<file path="src/rtl/cfg_cell_pkg.sv">
package cfg_cell_pkg;

    typedef enum logic [1:0] {
        MODE_LUT   = 2'b00,
        MODE_SPRAM = 2'b01,
        MODE_DPRAM = 2'b10,
        MODE_SHIFT = 2'b11
    } cell_mode_e;

    typedef struct packed {
        logic load;
        logic data;
    } cfg_req_t;

    typedef struct packed {
        logic en;
        logic data;
    } wr_req_t;

    function automatic logic mode_is_ram(input cell_mode_e m);
        return (m == MODE_SPRAM) || (m == MODE_DPRAM);
    endfunction

endpackage

</file>
<file path="src/rtl/cell_decoder.sv">
module cell_decoder #(
    parameter int SEL_W = 4,
    localparam int DEPTH = 1 << SEL_W
) (
    input  logic [SEL_W-1:0] sel,
    output logic [DEPTH-1:0] onehot
);
    for (genvar i = 0; i < DEPTH; i++) begin : g_term
        assign onehot[i] = (sel == SEL_W'(i));
    end
endmodule

</file>
<file path="src/rtl/cell_selector.sv">
module cell_selector #(
    parameter int DEPTH = 16
) (
    input  logic [DEPTH-1:0] onehot,
    input  logic [DEPTH-1:0] bits,
    output logic             dout
);
    assign dout = |(onehot & bits);
endmodule

</file>
<file path="src/rtl/cell_store.sv">
module cell_store
    import cfg_cell_pkg::*;
#(
    parameter int DEPTH = 16
) (
    input  logic             clk,
    input  logic             rst,
    input  cell_mode_e       mode,
    input  cfg_req_t         cfg,
    input  wr_req_t          wr,
    input  logic [DEPTH-1:0] wr_sel,
    output logic [DEPTH-1:0] store_q
);
    logic [DEPTH-1:0] shift_nxt;
    logic [DEPTH-1:0] cfg_nxt;
    logic [DEPTH-1:0] ram_nxt;

    for (genvar i = 0; i < DEPTH; i++) begin : g_bit
        if (i == 0) begin : g_head
            assign shift_nxt[i] = wr.data;
        end else begin : g_body
            assign shift_nxt[i] = store_q[i-1];
        end
        if (i == DEPTH - 1) begin : g_cfg_top
            assign cfg_nxt[i] = cfg.data;
        end else begin : g_cfg_body
            assign cfg_nxt[i] = store_q[i+1];
        end
        assign ram_nxt[i] = wr_sel[i] ? wr.data : store_q[i];
    end

    always_ff @(posedge clk) begin
        if (rst) begin
            store_q <= '0;
        end else if (cfg.load) begin
            store_q <= cfg_nxt;
        end else if (wr.en) begin
            if (mode == MODE_SHIFT) begin
                store_q <= shift_nxt;
            end else if (mode_is_ram(mode)) begin
                store_q <= ram_nxt;
            end
        end
    end
endmodule

</file>
<file path="src/rtl/cfg_lut_cell.sv">
module cfg_lut_cell
    import cfg_cell_pkg::*;
#(
    parameter int SEL_W = 4,
    localparam int DEPTH = 1 << SEL_W
) (
    input  logic             clk,
    input  logic             rst,
    input  logic [1:0]       mode_sel,
    input  logic             cfg_load,
    input  logic             cfg_bit,
    input  logic             wr_en,
    input  logic [SEL_W-1:0] addr,
    input  logic             wr_data,
    input  logic [SEL_W-1:0] rd_addr2,
    output logic             out_a,
    output logic             out_b
);
    localparam int NPORT = 2;

    cell_mode_e       mode;
    cfg_req_t         cfg;
    wr_req_t          wr;
    logic [DEPTH-1:0] store_q;
    logic [SEL_W-1:0] port_addr [NPORT];
    logic [DEPTH-1:0] port_hot  [NPORT];
    logic             port_dout [NPORT];

    assign mode         = cell_mode_e'(mode_sel);
    assign cfg          = '{load: cfg_load, data: cfg_bit};
    assign wr           = '{en: wr_en, data: wr_data};
    assign port_addr[0] = addr;
    assign port_addr[1] = rd_addr2;

    for (genvar p = 0; p < NPORT; p++) begin : g_port
        cell_decoder #(.SEL_W(SEL_W)) u_dec (
            .sel    (port_addr[p]),
            .onehot (port_hot[p])
        );
        cell_selector #(.DEPTH(DEPTH)) u_sel (
            .onehot (port_hot[p]),
            .bits   (store_q),
            .dout   (port_dout[p])
        );
    end

    cell_store #(.DEPTH(DEPTH)) u_store (
        .clk     (clk),
        .rst     (rst),
        .mode    (mode),
        .cfg     (cfg),
        .wr      (wr),
        .wr_sel  (port_hot[0]),
        .store_q (store_q)
    );

    assign out_a = port_dout[0];
    assign out_b = (mode == MODE_DPRAM) && port_dout[1];
endmodule

</file>
<file path="config.mk">
export PLATFORM = sky130hd
export DESIGN_NAME = cfg_lut_cell
export DESIGN_NICKNAME = d
export VERILOG_FILES = /design/src/rtl/cfg_cell_pkg.sv /design/src/rtl/cell_decoder.sv /design/src/rtl/cell_selector.sv /design/src/rtl/cell_store.sv /design/src/rtl/cfg_lut_cell.sv
export SDC_FILE = /design/constraint.sdc
export NUM_CORES = 1
export LEC_CHECK = 0
export ABC_AREA = 1
export ABC_CLOCK_PERIOD_IN_PS = 1200
export BUFFER_PORTS_ARGS = -buffer_cell sky130_fd_sc_hd__clkbuf_2
export CELL_PAD_IN_SITES_DETAIL_PLACEMENT = 0
export CELL_PAD_IN_SITES_GLOBAL_PLACEMENT = 1
export CORE_UTILIZATION = 40
export DETAILED_ROUTE_END_ITERATION = 7
export GPL_ROUTABILITY_DRIVEN = 1
export PLACE_DENSITY_LB_ADDON = 0.1
export REMOVE_ABC_BUFFERS = 1
export SLEW_MARGIN = 20
export SYNTH_ARGS = -nofsm -noshare
export SYNTH_HDL_FRONTEND = slang
export SYNTH_SLANG_ARGS = --single-unit
</file>
<file path="constraint.sdc">
create_clock -name clk -period 1.2 [get_ports clk]
set_input_delay 0.12 -clock clk [delete_from_list [all_inputs] [get_ports clk]]
set_output_delay 0.12 -clock clk [all_outputs]
set_load 0.02 [all_outputs]
</file>
Word level (Yosys, flattened, before mapping)
Index checks and enable logic that the tools add are counted.
- bitwise operators: 2
- eq/ne operators: 33
- reductions and logical operators: 40
- multiplexer cells: 20
- operator list (operator ; number):
    $eq A4 B4 Y1 const B ; 16
    $mux W16 ; 4
    $reduce_bool A3 Y1 ; 17
    $reduce_and A3 Y1 ; 16
    $and A16 B16 Y16 ; 2
    $eq A4 B3 Y1 const B ; 8
    $reduce_or A16 Y1 ; 2
    $eq A4 B2 Y1 const B ; 4
    $mux W1 ; 16
    $eq A4 B1 Y1 const B ; 2
    $logic_not A4 Y1 ; 2
    $eq A2 B2 Y1 const B ; 2
    $eq A2 B1 Y1 const B ; 1
    $reduce_bool A2 Y1 ; 1
    $logic_and A1 B1 Y1 ; 1
    $logic_or A1 B1 Y1 ; 1
- input bits: 16
- word-level logic and storage cells: 111
- output and inout port bits: 2
- register bits after elaboration: 16

Depth between registers and ports, before layout
Gate-level depths: netlist of the first run.
- depth in word-level cells: 6
- mapped depth: 9
- gate-level depth less buffers: 8

By module
A second synthesis of the first run with hierarchy kept.
- cells, all modules: 366
- area total of the unflattened synthesis: 1785.5 um^2
- modules (own cells, without submodules) (module ; seq. area each (um^2) ; times used ; area an instance (um^2) ; cells each):
    cell_store ; 320.3 ; 1 ; 1297.5 ; 238
    cell_selector ; 0.0 ; 2 ; 133.9 ; 35
    cell_decoder ; 0.0 ; 2 ; 105.1 ; 28
    cfg_lut_cell ; 0.0 ; 1 ; 10.0 ; 2

Worst setup path before layout of the first run
OpenSTA, ideal clock, no wires.
- path kind: input port to output port
- from: in rd_addr2[1]
- to: out out_b
- arrival: 1008 ps
- data required time: 1080 ps
- stages: 8
- buffers on the path: 1
- setup slack: 72 ps
- path through: buf_2 > nor2_1 > nand2_1 > nand2_1 > o21ai_0 > nand2_1 > nor2_1 > nor2_1
- word-level cells in the longest chain between the ends: 4
- elaborated cells on any way between the ends: 19
- classes of those cells: eq/ne (15); bitwise (1); reduce/logical (3)
- RTL lines (item ; line ; text):
    from (decl) ; cfg_lut_cell.sv:15 ; input logic [SEL_W-1:0] rd_addr2,
    $eq A4 B1 Y1 (tied with other cells) ; cell_decoder.sv:9 ; assign onehot[i] = (sel == SEL_W'(i));
    $and A16 B16 Y16 (*) ; cell_selector.sv:8 ; assign dout = |(onehot & bits);
    $reduce_or A16 Y1 (*) ; cell_selector.sv:8 ;
    $logic_and A1 B1 Y1 (*) ; cfg_lut_cell.sv:58 ; assign out_b = (mode == MODE_DPRAM) && port_dout[1];
    to (decl) ; cfg_lut_cell.sv:17 ; output logic out_b
Every way passes the cells marked *; elsewhere a longest branch is shown, timed or not.

Worst setup path after layout of the first run
- from: reg u_store.store_q[1]
- to: out out_b
- word-level cells in the longest chain between the ends: 3
- RTL lines (item ; line ; text):
    from (decl) ; cell_store.sv:12 ; output logic [DEPTH-1:0] store_q
    from (signal assigned) ; cell_store.sv:36 ; store_q <= cfg_nxt;
    from (signal assigned) ; cell_store.sv:39 ; store_q <= shift_nxt;
    from (signal assigned) ; cell_store.sv:41 ; store_q <= ram_nxt;
    $and A16 B16 Y16 ; cell_selector.sv:8 ;
    $reduce_or A16 Y1 ; cell_selector.sv:8 ;
    $logic_and A1 B1 Y1 ; cfg_lut_cell.sv:58 ;
Every way passes these cells.

==> qor.yml, run 1 <==
drive_above_1_share_pct: 28.4
synth_top_area_share_pct: 20.4
yosysTopAreaCell: "nand2_1"
htreeDepth: 1
holdWs_ns: 0.0325
core-area_sq_um: 3720
crit_arrival_ns: 1.31
fin_tns_setup_ns: -0.446
finalSetupViolCount: 2
crit_fanout: 2
hold_violations: 0
power_density_nw_per_um2: 877
power_frac_clock_pct: 25.3
diodes: 0
ys_seq_elements: 16
max-slew-margin-rel_pct: 76.8
cts_tree: "built"
grt_max_degree: 31
startpoint_type: "register"
crit_top_cell: "nand2_1"
dr_total_vias: 1821
hold_class: "input pin to register"
routed_wl_um: 4620
cts_buffers: 3
synth_area_leaders: "nand2_1, dfxtp_1, nand3_1"
fill_cells: 415
slew_viol_final: 0
crit_chain: "nand3_1, nand2_1, o21ai_1, nand2_1, nor2_2, nor2_1, buf_4"
synth_cells: 275
drc: 0
port_buffers: 17
fmax_ghz: 0.697
start_util_pct: 42.5
skew_ns: 0.000872
dp_cells: 361
area_delta_synth_final_pct: 24.8
critPathKind: "register to primary output"
violations: "negative setup slack"
seqCellArea_sq_um: 334
grt_pass1_wl_um: 7830
finalCriticalPeriod_ns: 1.43
syn-cell-area_sq_um: 1580
ir_drop_mv: 0.348
wl_per_cell_um: 12.7
clockBufferDepth: 2
cts.sinks: 16
r2r_setup_slack_ns: 0.14
largest_register_ffs: 16
ys_types: 22
postSynthAreaPerCell_sq_um: 5.75
place_ws_ns: -0.155
rr_worst_depth: 7
layout_commonest_cell: "nand2_1"
slowest_stage: "dfxtp_2"
dp_hpwl_um: 3520
rows: 22
overflow: 0
period_share_pct: 120
crit_start: "u_store.store_q[1]"
top_regs: "u_store.store_q (16)"
pin_count: 18
critPathRequiredTime_ns: 1.08
clockRootBuffer: "clkbuf_8"
drtIter0Drc: 115
critPathMaxStageDelay_ns: 0.34
detail_route.first_pass.iterations: 4
netSwitchingFraction_pct: 37.0
crit_path_end: "out_b"
gp_congestion: 0.823
cp-end-kind: "primary output"
drv_cap: 0
antenna_found_initial: 0
p_comb_share_pct: 38.3
ys_warn_count: 0
power.leakage_nw: 0.984
switching_power_mw: 0.641
rr_endpoint: "u_store.store_q[15]"
p_seq_share_pct: 36.5
worstReg2RegStart: "u_store.store_q[14]"
clock_latency_ns: 0.25
p_total_mw: 1.73
finalNonFillerCells: 365
rsz0062_at_grt: "true"
setup_ws_ns: -0.235
outcome: "complete, but fails checks"
layout_common_cells: "nand2_1, buf_4, inv_1"
viasPerCell: 4.99
top_register: "u_store.store_q"
dieArea_sq_um: 4210
ant_nets: 0
grt_use_total_pct: 24.4
first_global_vias: 1674
final_nets: 337
die_y_um: 64.9
multi_input_area_sq_um: 1080
worstMarginPinSlew_ns: 0.346
yosysSeqAreaShare_pct: 20.3
clkTransAtPathRegs_ns: 0.07
p_int_mw: 1.09
die_x_um: 64.9
==> metal layers <==
metal | track usage, % | up-vias | wire length [um]
met5 | 0 | - | 0
met4 | 5.83 | 0 | 46
met3 | 2.99 | 5 | 202
met2 | 39.8 | 37 | 1990
met1 | 33.7 | 805 | 2390
li1 | - | 974 | -
==> logic make-up (layout without fill, tap and decap cells) <==
group           after synthesis  count (layout)  synth area share (%)
buf+inv                      41              83                  13.6
simple gates                151             151                  41.3
compound gates               65              65                  23.3
flops                        16              16                  20.3
fa+ha+maj                     2               2                  1.58
==> final cells by class <==
| type | instances | area share (%) |
|---|---|---|
| Multi-Input combinational cell | 218 | 54.6 |
| Tap cell | 48 | 3.05 |
| Timing Repair Buffer | 51 | 17.8 |
| Sequential cell | 16 | 16.9 |
| Inverter | 29 | 5.52 |
| Clock buffer | 3 | 2.09 |
==> worst max-delay path, delay by kind of cell, from the launching register on <==
kind | cells | cell delay (ns)
and+or+nand+nor | 5 | 0.45
AOI/OAI and AO/OA | 1 | 0.11
DFF | 1 | 0.34
buffers and inverters | 1 | 0.15
==> through the flow <==
step	util [%]	instance area [sq um]
global route	53.1	1970
finish	53.1	1970
detailed placement	50.2	1870
global placement	50.2	1870
floorplan	-	1470
CTS	52.5	1950
==> worst min-delay path by stage <==
stage / startpoint / end / slack [ns] / cells after the start
after floorplan: rst / u_store.store_q[0] / 0.19 / 1
after global placement: rst / u_store.store_q[0] / 0.30 / 2
after detailed placement: rst / u_store.store_q[0] / 0.31 / 2
after CTS: rst / u_store.store_q[0] / 0.03 / 2
after global routing: rst / u_store.store_q[0] / 0.04 / 2
final: rst / u_store.store_q[0] / 0.03 / 2
==> synth_stat cells, drive strengths merged <==
master  count
o21bai      2
a21oi      16
dfxtp      16
inv        29
ha          2
nor2       28
nand3      28
buf        10
nand4       4
clkbuf      2
o21ai      47
nand2      91
==> power by group through the flow <==
stage               sequential, mW  combinational (mW)  clock (mW)
global placement             0.638               0.628           0
detailed placement           0.637               0.628           0
CTS                          0.628               0.652       0.447
finish                       0.631               0.662       0.437
floorplan                    0.632               0.359           0
global route                 0.637               0.747       0.456
==> timing repair <==
| item | in CTS | in global routing |
|---|---|---|
| hold buffers | 0 | 0 |
| endpoints found under the hold margin | 0 | 0 |
| pin swaps | 7 | 5 |
| resized for setup | 16 | 7 |
| setup endpoints to repair | 2 | 5 |
| setup buffers | 1 | 0 |
Note: power is estimated with default switching activity, not from simulation.
==> inputs of run 2 (changes only) <==
ABC_AREA = unset   (was 1)
CORE_ASPECT_RATIO = 0.7   (was unset)
CORE_UTILIZATION = 42   (was 40)
GPL_TIMING_DRIVEN = 0   (was unset)
==> run 2 against run 1 <==
Against the previous run:
- the flow still finishes with violations (negative setup slack)
- sequential cell count is the same
- largest cell class unchanged
- clock skew increased by 0.0038 ns
- highest routed layer unchanged
- hold slack improved by 0.21 ns
- clock power down 3%
- synthesized cell count down 33%
- first-iteration DRC count decreased by 1.7%
- core utilization rose by 6.1 points
==> qor.yml, run 2 <==
final_area_sq_um: 1900  # -3.6%
slew_viol_final: 0  # unchanged
start_util_pct: 44.9  # +2.4 points
crit_chain: "mux4_2, o211ai_1, o22ai_1, buf_4"
finalSetupViolCount: 16  # +14
cts.sinks: 16  # unchanged
wl_per_cell_um: 19.6  # +55%
drtIter0Drc: 113  # -1.7%
critPathMaxStageDelay_ns: 0.45  # +0.11 ns
ys_types: 41  # +86%
antenna_found_initial: 0  # unchanged
setup_ws_ns: -0.544  # -0.309 ns
dieArea_sq_um: 3680  # -13%
startpoint_type: "register"
place_ws_ns: -1.07  # -0.913 ns
crit_arrival_ns: 1.62  # +0.31 ns
finalCriticalPeriod_ns: 1.74  # +0.309 ns
max-slew-margin-rel_pct: 68.7  # -8.2 points
viasPerCell: 6.37  # +28%
ys_seq_elements: 16  # unchanged
rsz0062_at_grt: "true"
htreeDepth: 1  # unchanged
dp_hpwl_um: 2690  # -24%
clockBufferDepth: 2  # unchanged
power_density_nw_per_um2: 855  # -2.4%
fmax_ghz: 0.573  # -18%
drc: 0  # unchanged
synth_area_leaders: "dfxtp_1, a21oi_1, a211oi_1"
gp_congestion: 0.911  # +11%
dr_total_vias: 1592  # -13%
slowest_stage: "mux4_2"
routed_wl_um: 4900  # +5.9%
postCtsHoldBufs: 0  # unchanged
yosysSeqAreaShare_pct: 22.2  # +1.9 points
first_global_vias: 1453  # -13%
layout_common_cells: "a21oi_1, o21ai_0, nor2b_1, a211oi_1, or4_1"
area_delta_synth_final_pct: 31.7
cts_tree: "built"
postSynthAreaPerCell_sq_um: 7.84  # +36%
power.leakage_nw: 0.674  # -31%
ys_warn_count: 0  # unchanged
cts_buffers: 3  # unchanged
layout_commonest_cell: "a21oi_1"
core-area_sq_um: 3210  # -14%
fin_tns_setup_ns: -2.25  # -1.81 ns
drive_above_1_share_pct: 38.4  # +10 points
violations: "negative setup slack"
skew_ns: 0.00465  # +0.00378 ns
overflow: 0  # unchanged
top_register: "u_store.store_q"
hold_violations: 0  # unchanged
clock_latency_ns: 0.25  # about the same
die_x_um: 72.1  # +11%
ir_drop_mv: 0.450  # +29%
top_regs: "u_store.store_q (16)"
die_y_um: 51.0  # -21%
synth_top_area_share_pct: 22.2  # +1.8 points
yosys-top-cells-count: "a21oi_1, o21ai_0, dfxtp_1, nor2b_1, a211oi_1"
syn-cell-area_sq_um: 1440  # -8.7%
grt_max_degree: 36  # +16%
worstMarginPinSlew_ns: 0.470  # +0.124 ns
ant_nets: 0  # unchanged
critPathKind: "register to primary output"
synth_cells: 184  # -33%
clockRootBuffer: "clkbuf_8"
path_buf_inv: 1  # unchanged
cp_top_family: "multiplexers"
rows: 17  # -23%
grt_pass1_wl_um: 7760  # -0.97%
outcome: "complete, but fails checks"
drv_cap: 0  # unchanged
port_buffers: 17  # unchanged
crit_fanout: 2  # unchanged
synth_edf_count: 0  # unchanged
grt_use_total_pct: 27.8  # +3.4 points
final_nets: 223  # -34%
synth_most_common_cell: "a21oi_1"
largest_register_ffs: 16  # unchanged
pin_count: 18  # unchanged
clkTransAtPathRegs_ns: 0.07  # about the same
hold_class: "input pin to register"
critPathRequiredTime_ns: 1.08  # about the same
synth_ff_type: "dfxtp_1"
cp-end-kind: "primary output"
diodes: 0  # unchanged
postPlaceCellArea_sq_um: 1470  # -21%
async_reset_ff_share_pct: 0  # unchanged
detail_route.first_pass.iterations: 4  # unchanged
yosysTopAreaCell: "dfxtp_1"
period_share_pct: 145  # +26 points
## run 2: cell count changes in the layout (fill, tap and decap cells not counted), sizes merged, moves of 5 or more
cell and change:
a211oi +15, a21oi +15, a31oi +6, buf -16, inv -26, mux2i +5
nand2 -88, nand3 -25, nor2 -25, nor2b +17, o21ai -30, or4 +14
## run 2: cell families (layout without fill, tap and decap cells)
logic type	count (synthesis)	count (layout)	share of synthesized area [%]
compound gates	79	82	33.7
simple gates	57	57	26.2
fa+ha+maj	2	2	1.73
flops	16	16	22.2
mux	8	8	7.37
buf+inv	22	38	8.85
## run 2: metal layers
metal  track usage, %  vias to the layer above  wire length, um
li1                 -                      753                -
met1             41.0                      759             2220
met2             41.4                       74             2220
met3             5.52                        6              399
met4             6.54                        0               53
met5                0                        -                0
## run 2: repair_timing
item / in CTS / in global routing
buffers inserted: 10 / 5
gates resized for setup: 25 / 35
endpoints found under the setup margin: 18 / 18
pin swaps: 9 / 11
gates cloned: 2 / 1
## run 2: final cells by class
class	instances	area (sq um)
fillers	282	1310
multi-input cells	149	1180
flip-flops and latches	16	340
repair buffers	32	270
well taps	47	58.8
clock buffers	3	41.3
inverters	3	11.3
## run 2: where the power goes
group,total (mW),switching [mW],internal [mW]
Combinational,0.585,0.319,0.266
Clock,0.426,0.202,0.223
Sequential,0.615,0.0439,0.571
Total,1.63,0.566,1.06
## run 2: path summary, 6_finish.rpt
kind	cells after the start	from	end	slack, ns
max	4	u_store.store_q[1]	out_b	-0.54
min reg2reg	2	u_store.store_q[14]	u_store.store_q[14]	0.52
max reg2reg	6	u_store.store_q[1]	u_store.store_q[2]	-0.15
min	4	cfg_bit	u_store.store_q[15]	0.24
## run 2: metrics by stage
stage | cells | util [%] | total power [mW] | hold slack [ns]
2_1_floorplan | 165 | - | 0.855 | 0.189
3_3_place_gp | 229 | 45.8 | 1.00 | 0.502
3_5_place_dp | 229 | 45.8 | 1.02 | 0.509
4_1_cts | 244 | 54.1 | 1.55 | 0.246
5_1_grt | 250 | 59.2 | 1.72 | 0.281
6_report | 250 | 59.2 | 1.63 | 0.241
## run 2: worst register-to-register path, delay by kind of cell (launching register included)
kind            cells  cell delay, ns
flops               1            0.34
simple gates        1            0.50
buf+inv             3            0.27
compound gates      2            0.17
==> inputs of run 3 (changes only) <==
TNS_END_PERCENT = 50   (was unset)
==> run 3 against run 2 <==
Against the previous run:
- sequential cell count unchanged
- clock power barely moved
- largest cell class unchanged
- global-route usage hardly changed
- design area is 0.72% lower
- the run still ends with negative setup slack left
- sequential power is essentially flat
- wire length grew 0.61%
- highest routed layer unchanged
- combinational power fell by 1%
- die area stayed put
==> qor.yml, run 3 (same netlist as run 2, synthesis figures left out) <==
outcome: "complete, but fails checks"
violations: "negative setup slack"
drive_above_1_share_pct: 36.0  # -2.5 points
power_density_nw_per_um2: 860  # +0.48%
gp_congestion: 0.911  # unchanged
ir_drop_mv: 0.449  # -0.16%
clkTransAtPathRegs_ns: 0.07  # about the same
grt_max_degree: 36  # unchanged
rr_worst_depth: 6  # unchanged
top_regs: "u_store.store_q (16)"
p_total_mw: 1.62  # -0.25%
routed_wl_um: 4930  # +0.61%
clockBufferDepth: 2  # unchanged
overflow: 0  # unchanged
dr_total_vias: 1593  # +0.063%
grt_pass1_wl_um: 7750  # about the same
die_y_um: 51.0  # unchanged
rsz0062_at_grt: "true"
cp-end-kind: "primary output"
first_global_vias: 1441  # -0.83%
layout_commonest_cell: "a21oi_1"
cts_tree: "built"
skew_ns: 0.00544  # +0.000789 ns
cts.sinks: 16  # unchanged
min_path_cells: 4  # unchanged
hold_class: "input pin to register"
largest_register_ffs: 16  # unchanged
crit_arrival_ns: 1.59  # -0.03 ns
fmax_ghz: 0.584  # +1.9%
critPathKind: "register to primary output"
dieArea_sq_um: 3680  # unchanged
finalSetupViolCount: 16  # unchanged
period_share_pct: 143  # -2.7 points
port_buffers: 17  # unchanged
finalCriticalPeriod_ns: 1.71  # -0.0325 ns
diodes: 0  # unchanged
startpoint_type: "register"
critPathRequiredTime_ns: 1.08  # about the same
dp_cells: 229  # unchanged
htreeDepth: 1  # unchanged
r2r_setup_slack_ns: -0.14  # about the same
setup_ws_ns: -0.511  # +0.0325 ns
core-area_sq_um: 3210  # unchanged
drtIter0Drc: 105  # -7.1%
wl_per_cell_um: 19.7  # +0.61%
rows: 17  # unchanged
clockRootBuffer: "clkbuf_8"
worstMarginPinSlew_ns: 0.452  # -0.0175 ns
die_x_um: 72.1  # unchanged
finalNonFillerCells: 250  # unchanged
grt_use_total_pct: 27.7  # -0.043 points
layout_common_cells: "a21oi_1, o21ai_0, nor2b_1, a211oi_1, or4_1"
crit_fanout: 2  # unchanged
cts_buffers: 3  # unchanged
viasPerCell: 6.37  # about the same
detail_route.first_pass.iterations: 5  # +1
holdWs_ns: 0.233  # -0.00776 ns
max-slew-margin-rel_pct: 69.8  # +1.2 points
seqCellArea_sq_um: 340  # unchanged
drv_cap: 0  # unchanged
area_delta_synth_final_pct: 30.8
start_util_pct: 44.9  # unchanged
drc: 0  # unchanged
hold_violations: 0  # unchanged
power.leakage_nw: 0.673  # -0.20%
slew_viol_final: 0  # unchanged
multi_input_area_sq_um: 1160  # -1.2%
ant_nets: 0  # unchanged
top_register: "u_store.store_q"
antenna_found_initial: 0  # unchanged
pin_count: 18  # unchanged
clock_latency_ns: 0.25  # about the same
fill_cells: 285  # +1.1%
dp_hpwl_um: 2690  # unchanged
final_nets: 223  # unchanged
## run 3: worst max-delay path, cell delays in order, from the launching register on
cell and delay (ns):
dfxtp_4 0.34, mux4_2 0.45, o211ai_1 0.26, o22ai_1 0.13
buf_4 0.17
## run 3: worst paths after layout
| kind | end | start |
|---|---|---|
| max | out_b | u_store.store_q[1] |
| min | u_store.store_q[15] | cfg_bit |
| max reg2reg | u_store.store_q[2] | u_store.store_q[1] |
| min reg2reg | u_store.store_q[5] | u_store.store_q[5] |
## run 3: repair_timing
| action | in CTS | in global routing |
|---|---|---|
| endpoints found under the setup margin | 18 | 18 |
| pin swaps | 6 | 11 |
| buffers inserted | 10 | 5 |
| hold buffers | 0 | 0 |
| resized for setup | 23 | 32 |
| cloned | 2 | 1 |
## run 3: metal layers
metal / wire, um / up-vias / GRT usage, %
li1: - / 756 / -
met1: 2310 / 768 / 41.0
met2: 2230 / 65 / 41.2
met3: 354 / 4 / 5.52
met4: 32 / 0 / 6.54
met5: 0 / - / 0
## run 3: metrics by stage
step | worst slack (ns) | utilization [%] | setup TNS (ns) | area (sq um)
3_3_place_gp | -0.966 | 45.8 | -15.95 | 1470
2_1_floorplan | -0.465 | - | -7.40 | 1330
5_1_grt | -0.578 | 58.7 | -3.03 | 1890
6_report | -0.511 | 58.7 | -2.30 | 1890
3_5_place_dp | -1.07 | 45.8 | -17.23 | 1470
4_1_cts | -0.512 | 53.8 | -2.11 | 1730
## run 3: report_power, final
| part | internal [mW] | switching (mW) |
|---|---|---|
| registers | 0.571 | 0.0445 |
| clock network | 0.223 | 0.204 |
| logic | 0.260 | 0.319 |
| total | 1.05 | 0.567 |
## run 3: final cells by class
cell class | instances | share of cell area [%]
Sequential cell | 16 | 18.0
Tap cell | 47 | 3.12
Clock buffer | 3 | 2.19
Timing Repair Buffer | 32 | 14.3
Inverter | 3 | 0.597
Multi-Input combinational cell | 149 | 61.7
